`config.mk`:
```
export PLATFORM = sky130hd
export DESIGN_NAME = tpg_top
export DESIGN_NICKNAME = d
export VERILOG_FILES = /design/src/rtl/tpg_pkg.sv /design/src/rtl/tpg_pattern_table.sv /design/src/rtl/tpg_mode_ctrl.sv /design/src/rtl/tpg_lane_mux.sv /design/src/rtl/tpg_top.sv
export SDC_FILE = /design/constraint.sdc
export NUM_CORES = 1
export LEC_CHECK = 0
export ABC_AREA = 1
export BUFFER_PORTS_ARGS = -buffer_cell sky130_fd_sc_hd__buf_2
export CORE_MARGIN = 2
export CORE_UTILIZATION = 40
export DETAILED_ROUTE_END_ITERATION = 10
export PLACE_DENSITY = 0.88
export SETUP_SLACK_MARGIN = 0.5
export SLEW_MARGIN = 20
export SYNTH_ARGS = -nofsm -noshare
export SYNTH_HDL_FRONTEND = slang
export SYNTH_SLANG_ARGS = --single-unit
```
`constraint.sdc`:
```
create_clock -name clk -period 1.2 [get_ports clk]
set_clock_uncertainty 0.1 [all_clocks]
set_input_delay 0.12 -clock clk [delete_from_list [all_inputs] [get_ports clk]]
set_output_delay 0.12 -clock clk [all_outputs]
set_load 0.02 [all_outputs]
```
`src/rtl/tpg_pkg.sv`:
```
// Package: shared constants and the slot-word hash for the test pattern generator.
// Assumes converter and sample indices each fit in 8 bits.
package tpg_pkg;

    localparam int unsigned SAMPLE_W  = 16;
    localparam int unsigned IDX_W     = 8;
    localparam logic [31:0] HASH_MULT = 32'h3141_5979;

    // Computes the constant test word for converter conv, sample samp.
    function automatic logic [SAMPLE_W-1:0] slot_word(input int unsigned conv,
                                                      input int unsigned samp);
        logic [31:0] seed;
        logic [31:0] prod;
        seed = (32'(conv) << IDX_W) | 32'(samp);
        prod = (seed + 32'd1) * HASH_MULT + 32'd1;
        return prod[SAMPLE_W-1:0];
    endfunction

endpackage

```
`src/rtl/tpg_pattern_table.sv`:
```
// Module: tpg_pattern_table
// Produces the constant test word of every converter/sample slot, packed flat
// with slot index c*S+s. Pure constants: no logic is left after elaboration.
// Assumes M <= 256 and S <= 256.
module tpg_pattern_table #(
    parameter int unsigned M = 4,
    parameter int unsigned S = 2
) (
    output logic [M*S*tpg_pkg::SAMPLE_W-1:0] pattern
);
    import tpg_pkg::*;

    localparam int unsigned W = SAMPLE_W;

    // One constant word per slot, placed at its packed position.
    for (genvar c = 0; c < M; c++) begin : g_conv
        for (genvar s = 0; s < S; s++) begin : g_samp
            assign pattern[(c*S+s)*W +: W] = slot_word(c, s);
        end
    end

endmodule

```
`src/rtl/tpg_mode_ctrl.sv`:
```
// Module: tpg_mode_ctrl
// Holds the test/normal mode and changes it only on a frame strobe.
// mode_next is the mode that applies to data captured at the current edge.
// Assumes frame_start is a single-cycle strobe.
module tpg_mode_ctrl (
    input  logic clk,
    input  logic rst_n,
    input  logic test_en,
    input  logic frame_start,
    output logic mode_next,
    output logic mode_q
);

    // Picks the requested mode on a frame boundary, else keeps the held mode.
    always_comb begin
        mode_next = frame_start ? test_en : mode_q;
    end

    // Stores the active mode, cleared by reset.
    always_ff @(posedge clk) begin
        if (!rst_n) mode_q <= 1'b0;
        else        mode_q <= mode_next;
    end

endmodule

```
`src/rtl/tpg_lane_mux.sv`:
```
// Module: tpg_lane_mux
// Registered per-slot selector between the live sample and the test word.
// Assumes sel is already aligned to the frame boundary by the caller.
module tpg_lane_mux #(
    parameter int unsigned SLOTS = 8,
    parameter int unsigned W     = 16
) (
    input  logic               clk,
    input  logic               rst_n,
    input  logic               sel,
    input  logic [SLOTS*W-1:0] live,
    input  logic [SLOTS*W-1:0] test,
    output logic [SLOTS*W-1:0] dout
);

    // One output register per slot.
    for (genvar k = 0; k < SLOTS; k++) begin : g_slot
        // Captures the test word or the live sample for slot k.
        always_ff @(posedge clk) begin
            if (!rst_n)   dout[k*W +: W] <= '0;
            else if (sel) dout[k*W +: W] <= test[k*W +: W];
            else          dout[k*W +: W] <= live[k*W +: W];
        end
    end

endmodule

```
`src/rtl/tpg_top.sv`:
```
// Module: tpg_top
// Transport-layer test pattern generator. Forwards live samples, or drives a
// constant hashed word per converter/sample slot when test mode is active.
// The mode changes only on frame_start. The output has one cycle of latency.
// Assumes M and S are each between 1 and 256.
module tpg_top #(
    parameter int unsigned M = 4,
    parameter int unsigned S = 2
) (
    input  logic                                clk,
    input  logic                                rst_n,
    input  logic                                test_en,
    input  logic                                frame_start,
    input  logic [M*S*tpg_pkg::SAMPLE_W-1:0]    sample_in,
    output logic [M*S*tpg_pkg::SAMPLE_W-1:0]    sample_out,
    output logic                                pattern_active
);
    import tpg_pkg::*;

    localparam int unsigned SLOTS = M * S;
    localparam int unsigned BUS_W = SLOTS * SAMPLE_W;

    logic [BUS_W-1:0] pattern_words;
    logic             mode_next;

    tpg_pattern_table #(.M(M), .S(S)) u_table (
        .pattern (pattern_words)
    );

    tpg_mode_ctrl u_mode (
        .clk         (clk),
        .rst_n       (rst_n),
        .test_en     (test_en),
        .frame_start (frame_start),
        .mode_next   (mode_next),
        .mode_q      (pattern_active)
    );

    tpg_lane_mux #(.SLOTS(SLOTS), .W(SAMPLE_W)) u_mux (
        .clk   (clk),
        .rst_n (rst_n),
        .sel   (mode_next),
        .live  (sample_in),
        .test  (pattern_words),
        .dout  (sample_out)
    );

endmodule

```
==> results of run 1 <==
per-stage QoR:
stage / util (%) / setup TNS [ns] / area [sq um]
floorplan: - / 0 / 3774
global placement: 56.43 / 0 / 5165
detailed placement: 56.43 / 0 / 5165
CTS: 93.47 / -0.1260 / 8554
repair_timing:
item,in CTS
setup endpoints to repair,258
hold buffers,128
hold endpoints to repair,128
buffers inserted,8
gates cloned,9
resized for setup,469
pin swaps,5
routing by layer:
layer  GRT overflow  global-route usage, %
met1              0                  52.30
met2             13                  88.90
met3              0                  36.41
met4             10                  66.49
met5              0                  1.026
cell families after synthesis:
kind of cell	count (synthesis)	synth area share (%)
buffers and inverters	79	9.537
DFF	129	69.31
and+or+nand+nor	208	21.15
==> key figures, run 1 <==
Floorplan
  – # rows: 35
  – Number of I/O pins: 261
  – Overall die width: around 100 um
  – Starting density of the core: 40.71%
  – DIE HEIGHT: 100.5 um

Yosys
  – Area share of the largest cell type after synthesis: 69.31%
  – Post-synth cell types: 10
  – Mean post-synth cell area: between 8 and 9 sq um
  – Cells after Synth: 416
  – Top-count cell post-synth: nand2_1
  – Post-Syn Nets: between 500 and 600
  – Yosys reg bits: 129
  – Post-synth EDFFs: 0
  – Warnings, synthesis: 0
  – Synth area leaders: dfxtp_1, nand2_1, inv_1
  – Cell Area, Synth: 0.003726 sq mm
  – Async set-reset flop share out of synthesis: 0%
  – Largest area contributor in the netlist: dfxtp_1
  – Synth cell count leaders: nand2_1, dfxtp_1, inv_1
  – Main flop type after synthesis: dfxtp_1
  – Register area share after synthesis: roughly 70%

Clocking
  – Htree depth: 4
  – Max clock buf depth: 2
  – Root buffer cell: clkbuf_8
  – Num CTS Buffers: 17
  – Clk sinks: 129

Placement
  – DP Worst Slack: ~0.086 ns
  – Routability cong.: 0.8128
  – Cells after DPL: 777
  – Post-DP HPWL: 7191 um
  – Port bufs: 260

Run status
  – First error: [ERROR GRT-0232] Routing congestion too high. Check the congestion heatmap in the GUI.
  – Exit stage: 5_1_grt
  – Status: stopped before the end

Timing
  – GR repair worst EP: u_mux.dout[69]$_SDFF_PN0_/D
  – Worst EP kind: register input

GRT
  – GRT Total Usage: 59.89%
  – Initial antenna violation count: 6
  – Largest net degree at the start of global routing: 44
  – Congestion Overflow GR: 23
==> run 2: changes to the inputs <==
--- a/config.mk
+++ b/config.mk
@@ -10,8 +10,7 @@
 export CORE_MARGIN = 2
 export CORE_UTILIZATION = 40
 export DETAILED_ROUTE_END_ITERATION = 10
-export PLACE_DENSITY = 0.88
-export SETUP_SLACK_MARGIN = 0.5
+export PLACE_DENSITY_LB_ADDON = 0.15
 export SLEW_MARGIN = 20
 export SYNTH_ARGS = -nofsm -noshare
 export SYNTH_HDL_FRONTEND = slang
==> run 2 against run 1 <==
Compared with the run above:
- the flow now finishes, with violations (setup timing)
- synthesized area unchanged
- synthesized cell count unchanged
==> key figures, run 2 <==
Setup path
  – FF-to-FF End: u_mux.dout[114]$_SDFF_PP0_
  – Crit-path max FO: 1
  – Worst r2r src: u_mode.mode_q$_SDFF_PN0_
  – R2r setup slk: 0.07 ns
  – Slowest cell on crit path: dfxtp_1
  – Crit path max-delay family: flip-flops
  – WS Path Type: reg2out
  – Critical Path Stages: 1
  – Setup crit end kind: output port
  – Worst Path Arrival: 1.02 ns
  – Worst Path Buf+Inv: 1
  – Path depth of the worst reg2reg path: 4
  – Worst Setup EP: sample_out[23]
  – Worst endpoint required time: 0.98 ns
  – CP Launch Type: register
  – Worst-path cell chain: buf_4
  – Critical path's largest stage delay: 0.35 ns
  – Crit. Startpoint: u_mux.dout[23]$_SDFF_PN0_

Clocking
  – CTS tree: done
  – Root buffer cell: clkbuf_8
  – Post-CTS Setup Bufs: 0
  – CTS clk-pin slew, worst paths: approximately 0.070 ns
  – Num CTS Buffers: 17
  – Later-pin clock latency in the skew report: about 0.50 ns
  – Max clock buf depth: 2
  – Clk sinks: 129
  – Htree depth: 4

Timing
  – Fmax: 807.2 MHz
  – Slew Viols, Final: 0
  – Final Hold Fails: 0
  – Max_slew headroom: 74.10%
  – Hold slack final: approximately 0.058 ns
  – Final setup viols: 2
  – Crit path time final: approximately 1.2 ns
  – Fin crit share: 103.2%
  – Worst-Margin Slew: between 0.3 and 0.4 ns
  – Unrepaired setup endpoints after global routing: true
  – Final worst slack: -0.03879 ns

Yosys
  – Cell Area, Synth: 0.003726 sq mm
  – Largest area contributor in the netlist: dfxtp_1
  – Post-Syn Nets: 548
  – Main flop type after synthesis: dfxtp_1
  – Largest family of logic cells by synthesized area: simple AND/OR/NAND/NOR gates
  – Register area share after synthesis: 69.31%
  – Yosys reg bits: 129
  – Synth Area in XOR/XNOR: 0%
  – Synth Area in Adders: 0%
  – Synth area leaders: dfxtp_1, nand2_1, inv_1
  – Post-synth cell types: 10
  – Warnings, synthesis: 0
  – Synth cell count leaders: nand2_1, dfxtp_1, inv_1
  – Simple-gate share of the synthesized area: 21.16%
  – Portion of netlist area occupied by mux cells: 0%
  – Mean post-synth cell area: 8.957 sq um
  – Post-synth EDFFs: 0
  – Top-count cell post-synth: nand2_1
  – Post-synthesis compound-gate area fraction: 0%
  – Cells after Synth: around 420
  – Async set-reset flop share out of synthesis: 0%
  – Area share of the largest cell type after synthesis: 69.31%

Power and ir drop
  – PwrDens: 1563 mW/mm^2
  – Switching fraction of total power: about a quarter
  – Leak: 0.004198 uW
  – Worst VDD drop: 1.130 mV
  – Sequential power share: a little under 40%
  – Clock Power Share: between 40% and 50%
  – Int Pwr: a little over 9000 uW
  – Combinational Power Share: between 10% and 20%
  – Psw: 3299 uW

Layout
  – Largest reg by FF count: u_mux.dout
  – Post-layout util: 86.59%
  – Area grow syn2layout: 112.7%
  – Post-route cell area: 0.007925 sq mm
  – Commonest non-fill, non-tap cell in the layout: nand2_1
  – Regs by FF count: u_mux.dout (128), u_mode.mode_q (1)
  – Commonest non-fill, non-tap cells in the layout: nand2_1, buf_2, dlygate4sd3_1
  – Ratio of cells with drive above 1 in the final layout: 49.64%
  – Number of flip-flops in the largest register: 128
  – Fin nets: around 940

Detailed routing
  – Post-Route WL: between 15,000 and 20,000 um
  – DRC: 0
  – Wire length on met1: about 5800 um
  – Router iterations before antenna repair: 5
  – Vias per std cell: 4.682
  – DR iter-0 viols: 130
  – ANT nets after route: 0
  – Via count: 4,373
  – Top Layer Used: met4
  – Wire per inst: 18.19 um
  – WL met2: 8785 um
  – Met3 wire length: 1486 um

Run status
  – Status: complete, but fails checks
  – Violated checks: setup timing

Placement
  – Routability cong.: ~0.73
  – Post-DP HPWL: ~7100 um
  – Port bufs: 260
  – Post-DP Area: 0.005129 sq mm

GRT
  – Congestion Overflow GR: 0
  – Largest net degree at the start of global routing: 43
  – GRT Total Usage: 27.07%
  – Vias in the first global route: around 4.3k
  – Initial antenna violation count: 1
  – First-pass GRT wire length: ~21,000 um

Floorplan
  – Number of I/O pins: 261
  – Starting density of the core: 40.71%
  – DIE HEIGHT: 100.5 um
  – Overall die width: 100.5 um
  – CORE AREA: roughly 0.0092 sq mm
  – # rows: 35
  – Die ar.: 0.01010 sq mm

Hold path
  – Worst Min Path Start: test_en
  – Hold Crit Class: in2reg

Flow run
  – Max_cap viols: 0
run 2: cell counts after synthesis:
Identical to the previous run, type by type.
run 2: timing repair:
| action | in CTS | in global routing |
|---|---|---|
| setup endpoints to repair | 116 | 107 |
| resized for setup | 173 | 181 |
| pin swaps | 0 | 0 |
| hold endpoints to repair | 128 | 0 |
| hold buffers | 129 | 0 |
run 2: area by class of cell:
class	count	area (sq um)
inverter	58	217.7
clock buffer	18	427.9
timing repair buffer	395	3450
sequential	129	2718
tap	111	138.9
multi-input combinational	208	793.3
fill	440	1227
clock inverter	14	177.7
antenna	1	2.502
run 2: worst min-delay path by stage:
stage | to | slack [ns] | cells past startpoint
2_1_floorplan | u_mux.dout[29]$_SDFF_PN0_ | 0.13 | 2
3_3_place_gp | u_mux.dout[55]$_SDFF_PN0_ | 0.21 | 3
3_5_place_dp | u_mux.dout[29]$_SDFF_PN0_ | 0.21 | 3
4_1_cts | u_mux.dout[104]$_SDFF_PP0_ | 0.04 | 5
5_1_grt | u_mux.dout[126]$_SDFF_PP0_ | 0.09 | 4
6_report | u_mux.dout[115]$_SDFF_PP0_ | 0.06 | 5
run 2: power by group through the flow:
stage	combinational (uW)	sequential, uW	clock, uW
after floorplan	329	5230	0
after global placement	1390	4780	0
after detailed placement	1400	4790	0
after CTS	1950	4750	5300
after global routing	2340	4880	5570
final	2220	4860	5300
run 2: kinds of logic (layout without fill, tap and decap cells):
group,after synthesis,in the layout
simple gates,208,208
other cells,0,1
buf+inv,79,485
flops,129,129
run 2: routing by layer:
metal  vias to the layer above  track usage, %
li1                       1978               -
met1                      2032           26.60
met2                       283           49.30
met3                        80           10.61
met4                         0           13.38
met5                         -               0
run 2: metrics by stage:
stage                     std cells  setup WS, ns  power [uW]  setup TNS, ns
after floorplan                 416       0.06610        5559              0
after global routing            934      -0.04984       12790        -0.6102
after CTS                       933      -0.01429       11990       -0.02137
final                           934      -0.03879       12380       -0.04045
after detailed placement        772        0.1519        6191              0
after global placement          772        0.1787        6167              0
Power figures use the tool's default switching activity.
==> run 3: changes to the inputs <==
--- a/config.mk
+++ b/config.mk
@@ -11,6 +11,7 @@
 export CORE_UTILIZATION = 40
 export DETAILED_ROUTE_END_ITERATION = 10
 export PLACE_DENSITY_LB_ADDON = 0.15
+export RECOVER_POWER = 100
 export SLEW_MARGIN = 20
 export SYNTH_ARGS = -nofsm -noshare
 export SYNTH_HDL_FRONTEND = slang
==> run 3 against run 2 <==
Compared with the run above:
- the run still ends with setup timing left
- sequential share of layout area increased by 0.054 points
- die area is the same
- worst hold slack got worse by 0.025 ns
- cell count unchanged
- global-route usage is the same
- critical path depth unchanged
- critical path type unchanged
- critical endpoint unchanged
- largest cell class unchanged
- highest routed layer unchanged
==> key figures, run 3 (synthesized netlist as in run 2, its figures left out) <==
Run status
  – Status: complete, but fails checks
  – Violated checks: setup timing

Timing
  – Max_slew headroom: 74.10%
  – Slew Viols, Final: 0
  – Unrepaired setup endpoints after global routing: true
  – Hold slack final: 0.03220 ns
  – Post-route setup TNS: -0.04045 ns
  – Final Hold Fails: 0
  – Fmax: 807.2 MHz
  – Fin crit share: 103.2%
  – Crit path time final: 1.239 ns
  – Worst-Margin Slew: 0.3885 ns
  – Final worst slack: -0.03879 ns
  – Final setup viols: 2

Floorplan
  – # rows: 35
  – Overall die width: 100.5 um
  – Starting density of the core: 40.71%
  – DIE HEIGHT: a little over 100 um
  – Number of I/O pins: 261
  – CORE AREA: 0.009153 sq mm
  – Die ar.: 0.01010 sq mm

Layout
  – Fin nets: 941
  – Commonest non-fill, non-tap cells in the layout: nand2_1, buf_2, dlygate4sd3_1
  – Area grow syn2layout: 112.4%
  – Regs by FF count: u_mux.dout (128), u_mode.mode_q (1)
  – Ratio of cells with drive above 1 in the final layout: 49.64%
  – Filler Cell Count: 442
  – Largest reg by FF count: u_mux.dout
  – Number of flip-flops in the largest register: 128
  – Commonest non-fill, non-tap cell in the layout: nand2_1

Detailed routing
  – DRC: 0
  – Vias per std cell: 4.682
  – DR iter-0 viols: 130
  – ANT nets after route: 0
  – Router iterations before antenna repair: 5
  – Post-Route WL: 17,000 um
  – Wire per inst: 18.20 um
  – Via count: 4,373

Power and ir drop
  – PwrDens: around 1600 mW/mm^2
  – Leak: around 0.0042 uW
  – Switching fraction of total power: a little over a quarter
  – Clock Power Share: 42.8%
  – Combinational Power Share: between 15 and 20%
  – Worst VDD drop: 1.130 mV
  – Int Pwr: 9078 uW
  – Psw: 3298 uW
  – Sequential power share: 39.3%

Clocking
  – Clk sinks: 129
  – Max clock buf depth: 2
  – Num CTS Buffers: 17
  – CTS clk-pin slew, worst paths: 0.07 ns
  – Later-pin clock latency in the skew report: 0.50 ns
  – Root buffer cell: clkbuf_8
  – CTS tree: done
  – Htree depth: 4

Setup path
  – CP Launch Type: register
  – Crit-path max FO: 1
  – Setup crit end kind: output port
  – Critical path's largest stage delay: 0.35 ns
  – Slowest cell on crit path: dfxtp_1
  – WS Path Type: reg2out
  – Worst Path Arrival: roughly 1 ns
  – Worst Path Buf+Inv: 1
  – Worst-path cell chain: buf_4
  – Worst endpoint required time: 0.98 ns
  – Crit path max-delay family: flip-flops

Placement
  – Port bufs: 260
  – Routability cong.: roughly 0.73
  – Post-DP HPWL: 7071 um

Hold path
  – Hold Crit Class: in2reg

GRT
  – Top Usage Layer GRT: met2
  – Met1 Use GR: approximately a quarter
  – Congestion Overflow GR: 0
  – Vias in the first global route: roughly 4.3k
  – Met3 Use GR: 10.61%
  – Met2 Use GR: 49.30%
  – Largest net degree at the start of global routing: 43
  – Initial antenna violation count: 1
  – First-pass GRT wire length: 20,910 um
  – GRT Total Usage: between 20% and 30%

Flow run
  – Max_cap viols: 0
## run 3: cell counts in the layout (fill, tap and decap cells not counted)
Identical to the previous run, type by type.
## run 3: final timing paths
path | start | to | slack, ns | cells past startpoint
min | test_en | u_mux.dout[42]$_SDFF_PP0_ | 0.03 | 5
max | u_mux.dout[23]$_SDFF_PN0_ | sample_out[23] | -0.04 | 1
min reg2reg | u_mode.mode_q$_SDFF_PN0_ | u_mux.dout[42]$_SDFF_PP0_ | 0.67 | 4
max reg2reg | u_mode.mode_q$_SDFF_PN0_ | u_mux.dout[114]$_SDFF_PP0_ | 0.02 | 4
## run 3: timing repair
| action | 4_1_cts | 5_1_grt |
|---|---|---|
| setup buffers | 0 | 0 |
| setup endpoints to repair | 116 | 107 |
| hold buffers | 129 | 0 |
| resized for setup | 173 | 181 |
| endpoints found under the hold margin | 128 | 0 |
## run 3: power by group through the flow
stage,logic [uW],clock network (uW),registers (uW)
final,2220,5300,4860
after global routing,2330,5570,4880
after CTS,1950,5300,4750
after detailed placement,1400,0,4790
after global placement,1390,0,4780
after floorplan,329,0,5230
## run 3: through the flow
step	area, sq um	cells	worst slack, ns	total power (uW)	util (%)
final	7913	934	-0.03879	12380	86.45
after global routing	7913	934	-0.04984	12780	86.45
after CTS	7472	933	-0.01429	11990	81.64
after detailed placement	5129	772	0.1519	6191	56.04
after global placement	5129	772	0.1787	6167	56.04
after floorplan	3726	416	0.06610	5559	-
## run 3: final cells by class
| class | instances | area, sq um | area share, % |
|---|---|---|---|
| flip-flops and latches | 129 | 2718 | 34.35 |
| clock inverters | 14 | 177.7 | 2.245 |
| multi-input cells | 208 | 793.3 | 10.03 |
| repair buffers | 395 | 3437 | 43.44 |
| well taps | 111 | 138.9 | 1.755 |
| inverters | 58 | 217.7 | 2.751 |
| diodes | 1 | 2.502 | 0.03163 |
| clock buffers | 18 | 427.9 | 5.408 |
## run 3: per-layer routing
metal / wire [um] / share of wire, % / vias up
met5: 0 / 0 / -
met4: 941 / 5.5 / 0
met3: 1486 / 8.7 / 80
met2: 8785 / 52 / 283
met1: 5782 / 34 / 2032
li1: - / - / 1978
==> run 4: changes to the inputs <==
==> constraint.sdc (replaced) <==
create_clock -name clk -period 1.2 [get_ports clk]
set_clock_uncertainty 0.1 [all_clocks]
set_input_delay 0.12 -clock clk [delete_from_list [all_inputs] [get_ports clk]]
set_output_delay 0.12 -clock clk [all_outputs]
set_load 0.005 [all_outputs]
==> run 4 against run 3 <==
Compared with the run above:
- fmax rose by 3.9%
- power fell by 8.8%
- the run now ends clean
- clock power fell by 2%
- flip-flop and latch count did not move
- combinational power fell by 39%
- die area did not move
- highest routed layer unchanged
==> key figures, run 4 (synthesized netlist as in run 2, its figures left out) <==
Setup path
  – Worst endpoint required time: just under 1 ns
  – Worst Path Arrival: just under 1 ns
  – Worst r2r src: u_mode.mode_q$_SDFF_PN0_
  – WS Path Type: reg2out
  – Slowest cell on crit path: dfxtp_1
  – Setup crit end kind: output port
  – Critical path's largest stage delay: 0.33 ns
  – CP Launch Type: register
  – Worst-path cell chain: buf_2
  – Crit-path max FO: 1
  – Worst Path Buf+Inv: 1
  – Crit. Startpoint: u_mux.dout[109]$_SDFF_PP0_
  – Crit path max-delay family: flip-flops

Layout
  – Largest reg by FF count: u_mux.dout
  – Commonest non-fill, non-tap cell in the layout: buf_2
  – Ratio of cells with drive above 1 in the final layout: 34.31%
  – Non-Filler Instances: roughly 930
  – Commonest non-fill, non-tap cells in the layout: buf_2, nand2_1, dlygate4sd3_1
  – Regs by FF count: u_mux.dout (128), u_mode.mode_q (1)
  – Fin nets: approximately 940
  – Number of flip-flops in the largest register: around 130
  – Post-layout util: 76.39%
  – Number of diodes: 0
  – Area grow syn2layout: 87.64%

GRT
  – Met2 Use GR: 45.53%
  – Initial antenna violation count: 0
  – First-pass GRT wire length: 19,350 um
  – GRT Total Usage: around a quarter
  – Met3 Use GR: 9.639%
  – Top Usage Layer GRT: met2
  – Largest net degree at the start of global routing: 43
  – Congestion Overflow GR: 0
  – Met1 Use GR: 24.42%
  – Vias in the first global route: 4,177

Detailed routing
  – Vias per std cell: 4.327
  – ANT nets after route: 0
  – Wire per inst: 14.16 um
  – DRC: 0
  – Via count: 4,037
  – DR iter-0 viols: 90
  – Post-Route WL: 13,210 um
  – Router iterations before antenna repair: 4

Clocking
  – CTS clk-pin slew, worst paths: 0.06 ns
  – Num CTS Buffers: 17
  – Clk sinks: 129
  – Root buffer cell: clkbuf_8
  – Htree depth: 4
  – Later-pin clock latency in the skew report: approximately 0.5 ns
  – Max clock buf depth: 2
  – CTS tree: done

Floorplan
  – # rows: 35
  – Overall die width: 100.5 um
  – CORE AREA: 0.009153 sq mm
  – Die ar.: between 0.01 and 0.015 sq mm
  – Number of I/O pins: 261
  – Starting density of the core: 40.71%
  – DIE HEIGHT: approximately 100 um

Placement
  – Post-DP HPWL: 7071 um
  – Routability cong.: roughly 0.73
  – Cells after DPL: 772
  – Port bufs: 260

Run status
  – Status: completed

Power and ir drop
  – Clock Power Share: 46.2%
  – Combinational Power Share: between 10% and 20%
  – Leak: between 0.003 and 0.004 uW
  – Int Pwr: 8623 uW
  – PwrDens: 1614 mW/mm^2
  – Worst VDD drop: 1.123 mV
  – Psw: 2661 uW
  – Post-layout power: 11,280 uW
  – Sequential power share: 41.9%
  – Switching fraction of total power: a little under a quarter

Timing
  – Final setup viols: 0
  – Unrepaired setup endpoints after global routing: true
  – Worst-Margin Slew: 0.3715 ns
  – Max_slew headroom: 75.23%
  – Slew Viols, Final: 0
  – Fin crit share: between 90 and 100%
  – Crit path time final: 1.192 ns
  – Fmax: ~840 MHz
  – Final Hold Fails: 0

Flow run
  – Max_cap viols: 0

Hold path
  – Worst Min Path Start: rst_n
  – Hold Crit Class: in2reg
run 4: cell types whose count changed in the layout (fill, tap and decap cells not counted), moves of 12 or more:
cell      change
buf_6       -110
dfxtp_1      +87
dfxtp_2      -87
buf_2        +71
clkbuf_1     +39
clkbuf_2     +14
buf_4        -12
run 4: power by group through the flow:
stage          combinational, uW  sequential [uW]  clock [uW]
6_report                    1350             4720        5210
5_1_grt                     1480             4750        5510
4_1_cts                     1350             4700        5300
3_5_place_dp                1010             4790           0
3_3_place_gp                 998             4780           0
2_1_floorplan                329             4850           0
run 4: layout make-up:
class                      count  area [sq um]
multi-input combinational    208         793.3
tap                          111         138.9
inverter                      58         217.7
fill                         606          2161
timing repair buffer         395          2628
sequential                   129          2609
clock buffer                  18         427.9
clock inverter                14         177.7
run 4: repair_timing:
action / CTS / global route
pin swaps: 0 / 0
hold buffers: 129 / 0
endpoints found under the hold margin: 128 / 0
setup endpoints to repair: 3 / 21
setup buffers: 0 / 0
gates cloned: 0 / 0
resized for setup: 4 / 24
run 4: worst paths after layout:
kind / to / slack (ns) / cells after the start
worst min register to register: u_mux.dout[95]$_SDFF_PN0_ / 0.72 / 5
worst min-delay path: u_mux.dout[95]$_SDFF_PN0_ / 0.08 / 4
worst max register to register: u_mux.dout[71]$_SDFF_PP0_ / 0.07 / 4
worst max-delay path: sample_out[109] / 0.008 / 1
run 4: routing by layer:
layer,vias up,wire length (um)
met1,1815,4777
met4,0,413
li1,1974,-
met3,41,1132
met2,207,6884
met5,-,0
run 4: through the flow:
stage | worst slack, ns | TNS, ns | area (sq um) | hold slack, ns
global placement | 0.1787 | 0 | 5129 | 0.2086
CTS | 0.0006115 | 0 | 7036 | 0.04483
global route | -0.04186 | -0.1848 | 6992 | 0.1005
detailed placement | 0.1519 | 0 | 5129 | 0.2146
floorplan | 0.1680 | 0 | 3726 | 0.1261
finish | 0.007692 | 0 | 6992 | 0.07752
